==> src/rtl/lutram_pkg.sv <==
package lutram_pkg;
  typedef enum logic [1:0] {
    ORG_16X2 = 2'b00,
    ORG_32X1 = 2'b01,
    ORG_DUAL = 2'b10,
    ORG_OFF  = 2'b11
  } org_e;

  localparam int unsigned NUM_TABLES = 2;
  localparam int unsigned TBL_F = 0;
  localparam int unsigned TBL_G = 1;
endpackage

==> src/rtl/lutram_table.sv <==
module lutram_table #(
  parameter int unsigned DEPTH = 16,
  parameter logic [DEPTH-1:0] INIT = '0,
  localparam int unsigned AW = $clog2(DEPTH)
) (
  input  logic          clk,
  input  logic          rst_n,
  input  logic          we,
  input  logic [AW-1:0] waddr,
  input  logic          wdata,
  input  logic [AW-1:0] raddr,
  output logic          rdata
);
  logic [DEPTH-1:0] bits_q;

  always_ff @(posedge clk or negedge rst_n) begin
    if (!rst_n)  bits_q <= INIT;
    else if (we) bits_q[waddr] <= wdata;
  end

  assign rdata = bits_q[raddr];

  // Assertion support: remember the last write so it can be checked one edge later.
  logic          chk_we;
  logic [AW-1:0] chk_wa;
  logic          chk_wd;
  always_ff @(posedge clk or negedge rst_n) begin
    if (!rst_n) begin
      chk_we <= 1'b0;
      chk_wa <= '0;
      chk_wd <= 1'b0;
    end else begin
      chk_we <= we;
      chk_wa <= waddr;
      chk_wd <= wdata;
    end
  end

  // an accepted write is present in the table after the edge.
  p_write_lands_r2: assert property (@(posedge clk) disable iff (!rst_n)
    chk_we |-> (bits_q[chk_wa] == chk_wd));

  // without a write strobe the contents hold.
  p_hold_idle_r2: assert property (@(posedge clk) disable iff (!rst_n)
    !we |=> $stable(bits_q));
endmodule

==> src/rtl/lutram_wr_ctrl.sv <==
module lutram_wr_ctrl
  import lutram_pkg::*;
(
  input  logic clk,
  input  logic rst_n,
  input  org_e org,
  input  logic clk_en,
  input  logic wr_en,
  input  logic din0,
  input  logic din1,
  output logic we_f,
  output logic we_g,
  output logic wd_f,
  output logic wd_g
);
  logic strobe;
  assign strobe = clk_en & wr_en;

  always_comb begin
    we_f = 1'b0;
    we_g = 1'b0;
    wd_f = din0;
    wd_g = din0;
    unique case (org)
      ORG_16X2: begin
        we_f = strobe;
        we_g = strobe;
        wd_g = din1;
      end
      ORG_32X1: begin
        we_f = strobe & ~din1;
        we_g = strobe &  din1;
      end
      ORG_DUAL: begin
        we_f = strobe;
        we_g = strobe;
      end
      default: begin
        we_f = 1'b0;
        we_g = 1'b0;
      end
    endcase
  end

  // no table strobe unless both enables are high.
  p_gated_write_r2: assert property (@(posedge clk) disable iff (!rst_n)
    !(clk_en && wr_en) |-> !(we_f || we_g));

  // the fifth address bit picks exactly one table.
  p_one_bank_r5: assert property (@(posedge clk) disable iff (!rst_n)
    (org == ORG_32X1) |-> $onehot0({we_f, we_g}));

  // the reserved organisation never writes.
  p_reserved_idle_r7: assert property (@(posedge clk) disable iff (!rst_n)
    (org == ORG_OFF) |-> !(we_f || we_g));
endmodule

==> src/rtl/lutram_rd_sel.sv <==
module lutram_rd_sel
  import lutram_pkg::*;
#(
  parameter int unsigned AW = 4
) (
  input  org_e          org,
  input  logic [AW-1:0] addr,
  input  logic [AW-1:0] addr_b,
  input  logic          din1,
  input  logic          f_rd,
  input  logic          g_rd,
  output logic [AW-1:0] g_raddr,
  output logic          q_f,
  output logic          q_g
);
  always_comb begin
    g_raddr = (org == ORG_DUAL) ? addr_b : addr;
    q_g     = g_rd;
    q_f     = ((org == ORG_32X1) && din1) ? g_rd : f_rd;
  end
endmodule

==> src/rtl/lutram_cell.sv <==
module lutram_cell
  import lutram_pkg::*;
#(
  parameter int unsigned DEPTH = 16,
  parameter logic [DEPTH-1:0] INIT_F = 16'hA5C3,
  parameter logic [DEPTH-1:0] INIT_G = 16'h0F69,
  localparam int unsigned AW = $clog2(DEPTH)
) (
  input  logic          clk,
  input  logic          rst_n,
  input  logic [1:0]    cfg_org,
  input  logic          clk_en,
  input  logic          wr_en,
  input  logic          din0,
  input  logic          din1,
  input  logic [AW-1:0] addr,
  input  logic [AW-1:0] addr_b,
  output logic          q_f,
  output logic          q_g
);
  org_e org;
  assign org = org_e'(cfg_org);

  logic          we_v [NUM_TABLES];
  logic          wd_v [NUM_TABLES];
  logic [AW-1:0] ra_v [NUM_TABLES];
  logic          rd_v [NUM_TABLES];
  logic [AW-1:0] g_raddr;

  lutram_wr_ctrl u_wr (
    .clk    (clk),
    .rst_n  (rst_n),
    .org    (org),
    .clk_en (clk_en),
    .wr_en  (wr_en),
    .din0   (din0),
    .din1   (din1),
    .we_f   (we_v[TBL_F]),
    .we_g   (we_v[TBL_G]),
    .wd_f   (wd_v[TBL_F]),
    .wd_g   (wd_v[TBL_G])
  );

  assign ra_v[TBL_F] = addr;
  assign ra_v[TBL_G] = g_raddr;

  for (genvar t = 0; t < NUM_TABLES; t++) begin : g_tbl
    localparam logic [DEPTH-1:0] TINIT = (t == TBL_F) ? INIT_F : INIT_G;
    lutram_table #(.DEPTH(DEPTH), .INIT(TINIT)) u_tbl (
      .clk   (clk),
      .rst_n (rst_n),
      .we    (we_v[t]),
      .waddr (addr),
      .wdata (wd_v[t]),
      .raddr (ra_v[t]),
      .rdata (rd_v[t])
    );
  end

  lutram_rd_sel #(.AW(AW)) u_rd (
    .org     (org),
    .addr    (addr),
    .addr_b  (addr_b),
    .din1    (din1),
    .f_rd    (rd_v[TBL_F]),
    .g_rd    (rd_v[TBL_G]),
    .g_raddr (g_raddr),
    .q_f     (q_f),
    .q_g     (q_g)
  );

  // in dual-port mode both tables receive the same write.
  p_dual_mirror_r6: assert property (@(posedge clk) disable iff (!rst_n)
    (org == ORG_DUAL) |-> (we_v[TBL_F] == we_v[TBL_G]) && (wd_v[TBL_F] == wd_v[TBL_G]));

  // a dual-port write leaves G readable at the written address through port B.
  p_dual_readback_r8: assert property (@(posedge clk) disable iff (!rst_n)
    ((org == ORG_DUAL) && clk_en && wr_en) |=>
      ((org != ORG_DUAL) || (addr_b != $past(addr)) || (q_g == $past(din0))));
endmodule

==> config.mk <==
export PLATFORM = sky130hd
export DESIGN_NAME = lutram_cell
export DESIGN_NICKNAME = d
export VERILOG_FILES = /design/src/rtl/lutram_pkg.sv /design/src/rtl/lutram_table.sv /design/src/rtl/lutram_wr_ctrl.sv /design/src/rtl/lutram_rd_sel.sv /design/src/rtl/lutram_cell.sv
export SDC_FILE = /design/constraint.sdc
export NUM_CORES = 1
export LEC_CHECK = 0
export ABC_AREA = 1
export ABC_CLOCK_PERIOD_IN_PS = 1600
export BUFFER_PORTS_ARGS = -buffer_cell sky130_fd_sc_hd__buf_2
export CAP_MARGIN = 20
export CELL_PAD_IN_SITES_DETAIL_PLACEMENT = 1
export CELL_PAD_IN_SITES_GLOBAL_PLACEMENT = 2
export CORE_MARGIN = 10
export CORE_UTILIZATION = 33
export CTS_CLUSTER_DIAMETER = 80
export DETAILED_ROUTE_END_ITERATION = 10
export GPL_TIMING_DRIVEN = 0
export PLACE_DENSITY_LB_ADDON = 0.1
export SLEW_MARGIN = 20
export SYNTH_ARGS = -nofsm -noshare
export SYNTH_HDL_FRONTEND = slang
export SYNTH_SLANG_ARGS = --single-unit
==> constraint.sdc <==
create_clock -name clk -period 1.6 [get_ports clk]
set_input_delay 0.24 -clock clk [delete_from_list [all_inputs] [get_ports clk]]
set_output_delay 0.24 -clock clk [all_outputs]
set_load 0.03 [all_outputs]
==> flow_summary_export.csv, run 1 <==
group,metric,value,unit
setup_path,critPathTopFamily,"simple AND/OR/NAND/NOR gates",
status,status,"complete, but fails checks",
final_layout,drive_above_1_share,0.307,
setup_path,cp_data_arrival_time,1500,ps
synth,syn-cell-area,1810,µm²
run,drv_cap,0,
cts,cts.sinks,32,
die,fp.dieH,94.1,µm
cts,cts_made_buffers,5,
synth,synth_seq_cells,32,
synth,yosysWarnings,0,
timing,period_share,1.09,
global_route,grt_max_degree,33,
final_layout,final_nets,295,
setup_path,crit_cells,9,
power,leakage,1.02,nW
global_route,grtUsageTotal,0.125,
timing,tightest_slew,722,ps
timing,finalCriticalPeriod,1740,ps
setup_path,cp_slowest_stage_delay,540,ps
timing,clock-skew-final,0,ps
setup_path,cp.required,1360,ps
synth,synth.top_cells.by_area,"dfstp_2, dfrtp_1, nand3_1",
cts,cts_tree,"done",
timing,timing_hold_violations_final,2,
final_layout,reg_top3,"g_tbl.u_tbl.bits_q: 32 flops",
cts,ctsHoldBuffers,0,
routing,vias,1727,
synth,synth_compound_area_frac,0.144,
synth,syn_nets,261,
routing,drc_errors,0,
routing,drt-wirelength-per-cell,14.9,µm
global_route,grt_overflow_total,0,
die,die_area,8860,µm²
power,power_density,1010,nW/µm²
synth,yosys.area_share.simple,0.330,
synth,seq_area_frac_synth,0.453,
final_layout,final_cell_mix,"nand2_1, nand3_1, inv_1, nor2_1",
timing,tns,-249,ps
setup_path,worstReg2RegStart,"g_tbl[1].u_tbl.bits_q[8]",
final_layout,diodes,0,
die,core.rowCount,26,
setup_path,ff2ff_setup_slack,670,ps
global_route,grt_pass1_vias,1800,
global_route,antenna_found_initial,0,
timing,fin_ws,-139,ps
setup_path,reg2reg_to,"g_tbl[1].u_tbl.bits_q[8]",
setup_path,crit_start,"g_tbl[1].u_tbl.bits_q[0]",
placement,dp.cells,332,
routing,drt-vias-per-instance,4.93,
synth,avgSynthCellArea,7.40,µm²
die,design.core.area,5200,µm²
cts,clk_pin_slew,70,ps
routing,drt_iter0_drc,96,
synth,syn_inst,245,
status,violations,"hold timing, setup timing",
die,die_w,94.1,µm
placement,dp_hpwl,3.89,mm
global_route,grt_pass1_wl,8.81,mm
final_layout,final_core_utilization,0.441,
routing,antenna_left,0,
placement,dp_slack,-628,ps
power,ir_drop,0.478,mV
routing,firstDrtPassIters,4,
synth,yosysTopAreaCell,"dfstp_2",
timing,worst_hold_slack,-3.12,ps
setup_path,crit_path_cell_trace,"nand3_1 -> nand2_1 -> nand2_1 -> nand3_1 -> nand3_2 -> nand2_2 -> nand2_2 -> nand2_2 -> buf_6",
final_layout,layoutNonFillerInstCount,350,
timing,fmax,0.575,GHz
die,start_util,0.348,
setup_path,critical_path_class,"flop to output port",
cts,clk_path_buf_depth,2,
final_layout,area_delta_synth_final,26.5,%
timing,finalSetupViolations,2,
final_layout,largest_register,"g_tbl.u_tbl.bits_q",
routing,routed_wl,5.22,mm
cts,h-tree-depth,2,
final_layout,layout_commonest_cell,"nand2_1",
synth,synth_fa_ha_area_frac,0,
placement,gp_congestion,0.753,
placement,numPortBuffers,17,
setup_path,rr_worst_depth,4,
setup_path,worst-path-buf-inv,1,
die,io_pins,18,
hold_path,hold_class,"input pin to asynchronous set/reset pin",
synth,synth_cell_types,22,
setup_path,cp-start-kind,"flop",
synth,synth_xor_area_frac,0,
setup_path,critical_path.max_fanout,2,
setup_path,critPathMostFrequentCell,"nand2_2",
cts,cts_root_buf,"clkbuf_8",
cts,worstSkewPairLatency,280,ps
synth,yosys-mux-area-fraction,0,
setup_path,cp-endpoint,"q_f",
timing,slew_headroom,0.519,
synth,synth_top_family_by_area,"simple AND/OR/NAND/NOR gates",
synth,synth_top_area_frac,0.232,
setup_path,cpMaxStageDelayCell,"dfstp_2",
timing,rsz0062_at_grt,"yes",
final_layout,largest_reg_flops,32,
setup_path,end_kind,"output port",
timing,finalMaxSlewViolations,0,
-- worst register-to-register path: stages (launching register included) --
cell and delay (ps):
dfstp_2 540, buf_4 110, buf_4 100, nand2_1 40, o21ai_0 70
-- power breakdown --
group / total, mW / leakage [nW] / internal [mW] / switching [mW]
clock: 0.692 / 0.0515 / 0.393 / 0.299
sequential: 1.09 / 0.370 / 1.01 / 0.0785
combinational: 0.540 / 0.601 / 0.214 / 0.326
total: 2.32 / 1.02 / 1.62 / 0.704
-- area by class of cell --
class | count | area [µm²]
Tap cell | 70 | 87.6
Fill cell | 678 | 2910
Timing Repair Buffer | 27 | 169
Sequential cell | 32 | 821
Buffer | 4 | 25.0
Multi-Input combinational cell | 180 | 982
Inverter | 29 | 109
Clock buffer | 8 | 100
-- cell usage after synthesis, drive strengths merged --
master,number
clkbuf,2
dfrtp,16
nand3b,2
nor2,20
a22oi,6
o21ai,23
or2,1
buf,2
o22ai,2
dfstp,16
nand2,53
nand3,41
inv,29
a31oi,1
nand4,2
nor3,15
a21oi,14
-- stage by stage --
stage | hold WS, ps | power [mW] | area [µm²]
after global placement | 339 | 1.55 | 1990
after detailed placement | 340 | 1.56 | 1990
after CTS | 34.4 | 2.31 | 2220
after floorplan | -55.6 | 1.40 | 1820
after global routing | 51.5 | 2.48 | 2290
final | -3.12 | 2.32 | 2290
-- metal layers --
layer	vias up	track usage	part of all wire
met5	-	0	0
met3	7	0.0352	0.038
met1	795	0.158	0.48
met4	0	0.0392	0.013
li1	900	-	-
met2	25	0.201	0.47
-- kinds of logic (layout without fill, tap and decap cells) --
family | after synthesis | in the layout
AOI/OAI and AO/OA | 46 | 46
buffers and inverters | 33 | 68
DFF | 32 | 32
and+or+nand+nor | 134 | 134
-- repair_timing --
action / CTS / global route
cloned: 0 / 0
pin swaps: 8 / 11
setup buffers: 9 / 1
endpoints found under the setup margin: 2 / 2
gates resized for setup: 23 / 16
-- how the worst min path moves through the flow --
| stage | slack (ps) | endpoint | cells past startpoint | startpoint |
|---|---|---|---|---|
| final | -3 | g_tbl[0].u_tbl.bits_q[4] | 1 | rst_n |
| after floorplan | -60 | g_tbl[0].u_tbl.bits_q[11] | 0 | rst_n |
| after global placement | 340 | g_tbl[0].u_tbl.bits_q[4] | 1 | rst_n |
| after CTS | 30 | g_tbl[0].u_tbl.bits_q[4] | 1 | rst_n |
| after detailed placement | 340 | g_tbl[0].u_tbl.bits_q[4] | 1 | rst_n |
| after global routing | 50 | g_tbl[0].u_tbl.bits_q[4] | 1 | rst_n |
Power figures use the tool's default switching activity.
==> inputs of run 2 (changes only) <==
Settings changed: BUFFER_PORTS_ARGS -buffer_cell sky130_fd_sc_hd__buf_2 to not set, CORE_UTILIZATION 33 to 38, CTS_BUF_LIST set to sky130_fd_sc_hd__clkbuf_8, DONT_BUFFER_PORTS set to 1, SLEW_MARGIN 20 to not set.
==> flow_summary_export.csv, run 2 (synthesis gave the netlist of run 1 again) <==
group,metric,value,unit
status,status,"complete, but fails checks",
status,violations,"setup timing",
setup_path,end_kind,"output port",
hold_path,holdCritStartpoint,"din0",
setup_path,critical_path_class,"flop to output port",
cts,post_cts_buffers,0,
final_layout,drive_above_1_share,0.208,
timing,finalCriticalPeriod,1750,ps
power,internal_power,1.57,mW
final_layout,layout_commonest_cell,"nand2_1",
cts,cts.sinks,32,
timing,timing_hold_violations_final,0,
placement,gp_congestion,0.738,
setup_path,cp_slowest_stage_delay,530,ps
routing,antenna_left,0,
timing,tightest_slew,527,ps
global_route,grt_max_degree,33,
power,power_density,1050,nW/µm²
die,fp.dieH,89.1,µm
routing,routed_wl,4.96,mm
placement,placed_cell_area,1890,µm²
final_layout,final_cell_mix,"nand2_1, nand3_1, inv_1, nor2_1",
timing,period_share,1.09,
timing,finalMaxSlewViolations,0,
cts,cts_root_buf,"clkbuf_8",
setup_path,rr_worst_depth,2,
timing,slew_headroom,0.649,
setup_path,critical_path.max_fanout,2,
die,design.core.area,4660,µm²
global_route,grtUsageTotal,0.136,
setup_path,crit_path_cell_trace,"nand3_1 -> nand2_1 -> nand2_1 -> nand3_2 -> nand3b_1 -> nand2_4 -> nand2_4 -> nand2_8",
setup_path,reg2reg_to,"g_tbl[0].u_tbl.bits_q[7]",
power,switching_share,0.292,
placement,dp.cells,299,
die,core.rowCount,25,
power,p_sw,0.648,mW
setup_path,ff2ff_setup_slack,790,ps
setup_path,cp-start-kind,"flop",
placement,numPortBuffers,0,
routing,firstDrtPassIters,4,
cts,clk_path_buf_depth,2,
final_layout,layoutNonFillerInstCount,309,
hold_path,hold_end,"g_tbl[0].u_tbl.bits_q[6]",
timing,fmax,0.571,GHz
die,io_pins,18,
global_route,antenna_found_initial,0,
routing,drt-wirelength-per-cell,16.0,µm
cts,cts_tree,"done",
die,die_w,89.1,µm
final_layout,final_core_utilization,0.455,
setup_path,cpMaxStageDelayCell,"dfstp_2",
routing,drc_errors,0,
cts,cts_made_buffers,5,
cts,clk_pin_slew,60,ps
die,start_util,0.389,
timing,clock-skew-final,0,ps
power,p_comb_frac,0.209,
routing,vias,1621,
cts,h-tree-depth,2,
power,ir_drop,0.590,mV
power,power,2.22,mW
power,seq_power_share,0.491,
hold_path,hold_class,"input pin to flop",
final_layout,largest_register,"g_tbl.u_tbl.bits_q",
routing,drt_iter0_drc,42,
timing,tns,-151,ps
setup_path,worstReg2RegStart,"g_tbl[0].u_tbl.bits_q[7]",
timing,fin_ws,-151,ps
power,clkPwrFrac,0.300,
final_layout,final_nets,270,
cts,worstSkewPairLatency,280,ps
final_layout,largest_reg_flops,32,
hold_path,holdPathStages,2,
power,leakage,0.927,nW
final_layout,area_delta_synth_final,17.0,%
run,drv_cap,0,
die,die_area,7930,µm²
placement,dp_hpwl,3.81,mm
final_layout,fin_area,2120,µm²
timing,finalSetupViolations,1,
setup_path,cp_data_arrival_time,1510,ps
routing,drt-vias-per-instance,5.25,
setup_path,cp.required,1360,ps
timing,rsz0062_at_grt,"yes",
final_layout,reg_top3,"g_tbl.u_tbl.bits_q: 32 flops",
global_route,grt_overflow_total,0,
final_layout,diodes,0,
global_route,grt_pass1_wl,8.41,mm
global_route,grt_pass1_vias,1788,
[run 2: cell count changes in the layout (fill, tap and decap cells not counted), moves of 3 or more]
cell	delta
nand2_1	+3
nand2_2	-4
buf_4	-10
inv_2	-3
buf_2	-15
nand3_2	+3
inv_1	+3
[run 2: area by class of cell]
cell class / count / area, µm²
Buffer: 4 / 25.0
Timing Repair Buffer: 2 / 30.0
Clock buffer: 7 / 96.3
Clock inverter: 1 / 3.75
Fill cell: 589 / 2540
Sequential cell: 32 / 821
Inverter: 29 / 113
Tap cell: 54 / 67.6
Multi-Input combinational cell: 180 / 965
[run 2: critical path, delay by kind of cell (launching register included)]
| family | cells | cell delay (ps) |
|---|---|---|
| and+or+nand+nor | 8 | 700 |
| DFF | 1 | 530 |
[run 2: what timing repair did]
item                                   4_1_cts  5_1_grt
pin swaps                                    6        7
endpoints found under the hold margin       32        0
hold buffers                                 2        0
resized for setup                           12       17
setup endpoints to repair                    2        2
[run 2: worst max-delay path by stage]
stage | depth (start not counted) | from | endpoint | slack, ps
2_1_floorplan | 11 | cfg_org[0] | q_f | 30
4_1_cts | 8 | g_tbl[1].u_tbl.bits_q[11] | q_f | -220
5_1_grt | 8 | g_tbl[1].u_tbl.bits_q[10] | q_f | -240
6_report | 8 | g_tbl[1].u_tbl.bits_q[9] | q_f | -150
3_5_place_dp | 7 | addr[0] | q_f | -430
3_3_place_gp | 7 | addr[0] | q_f | -460
[run 2: per-layer routing]
metal	global-route usage	vias to the layer above	part of all wire
li1	-	842	-
met1	0.153	755	0.43
met2	0.252	17	0.53
met3	0.0246	7	0.027
met4	0.0434	0	0.0085
met5	0	-	0
[run 2: through the flow]
stage / setup slack, ps / hold WS (ps)
after detailed placement: -429 / -54.5
after global routing: -237 / 100
after floorplan: 34.9 / -55.6
final: -151 / 85.3
after CTS: -220 / 76.9
after global placement: -462 / -54.6
[run 2: power groups by stage]
stage	combinational (mW)	clock, mW	sequential, mW
CTS	0.452	0.695	1.09
floorplan	0.326	0	1.07
global placement	0.398	0	1.10
global route	0.543	0.713	1.11
detailed placement	0.406	0	1.10
finish	0.464	0.666	1.09
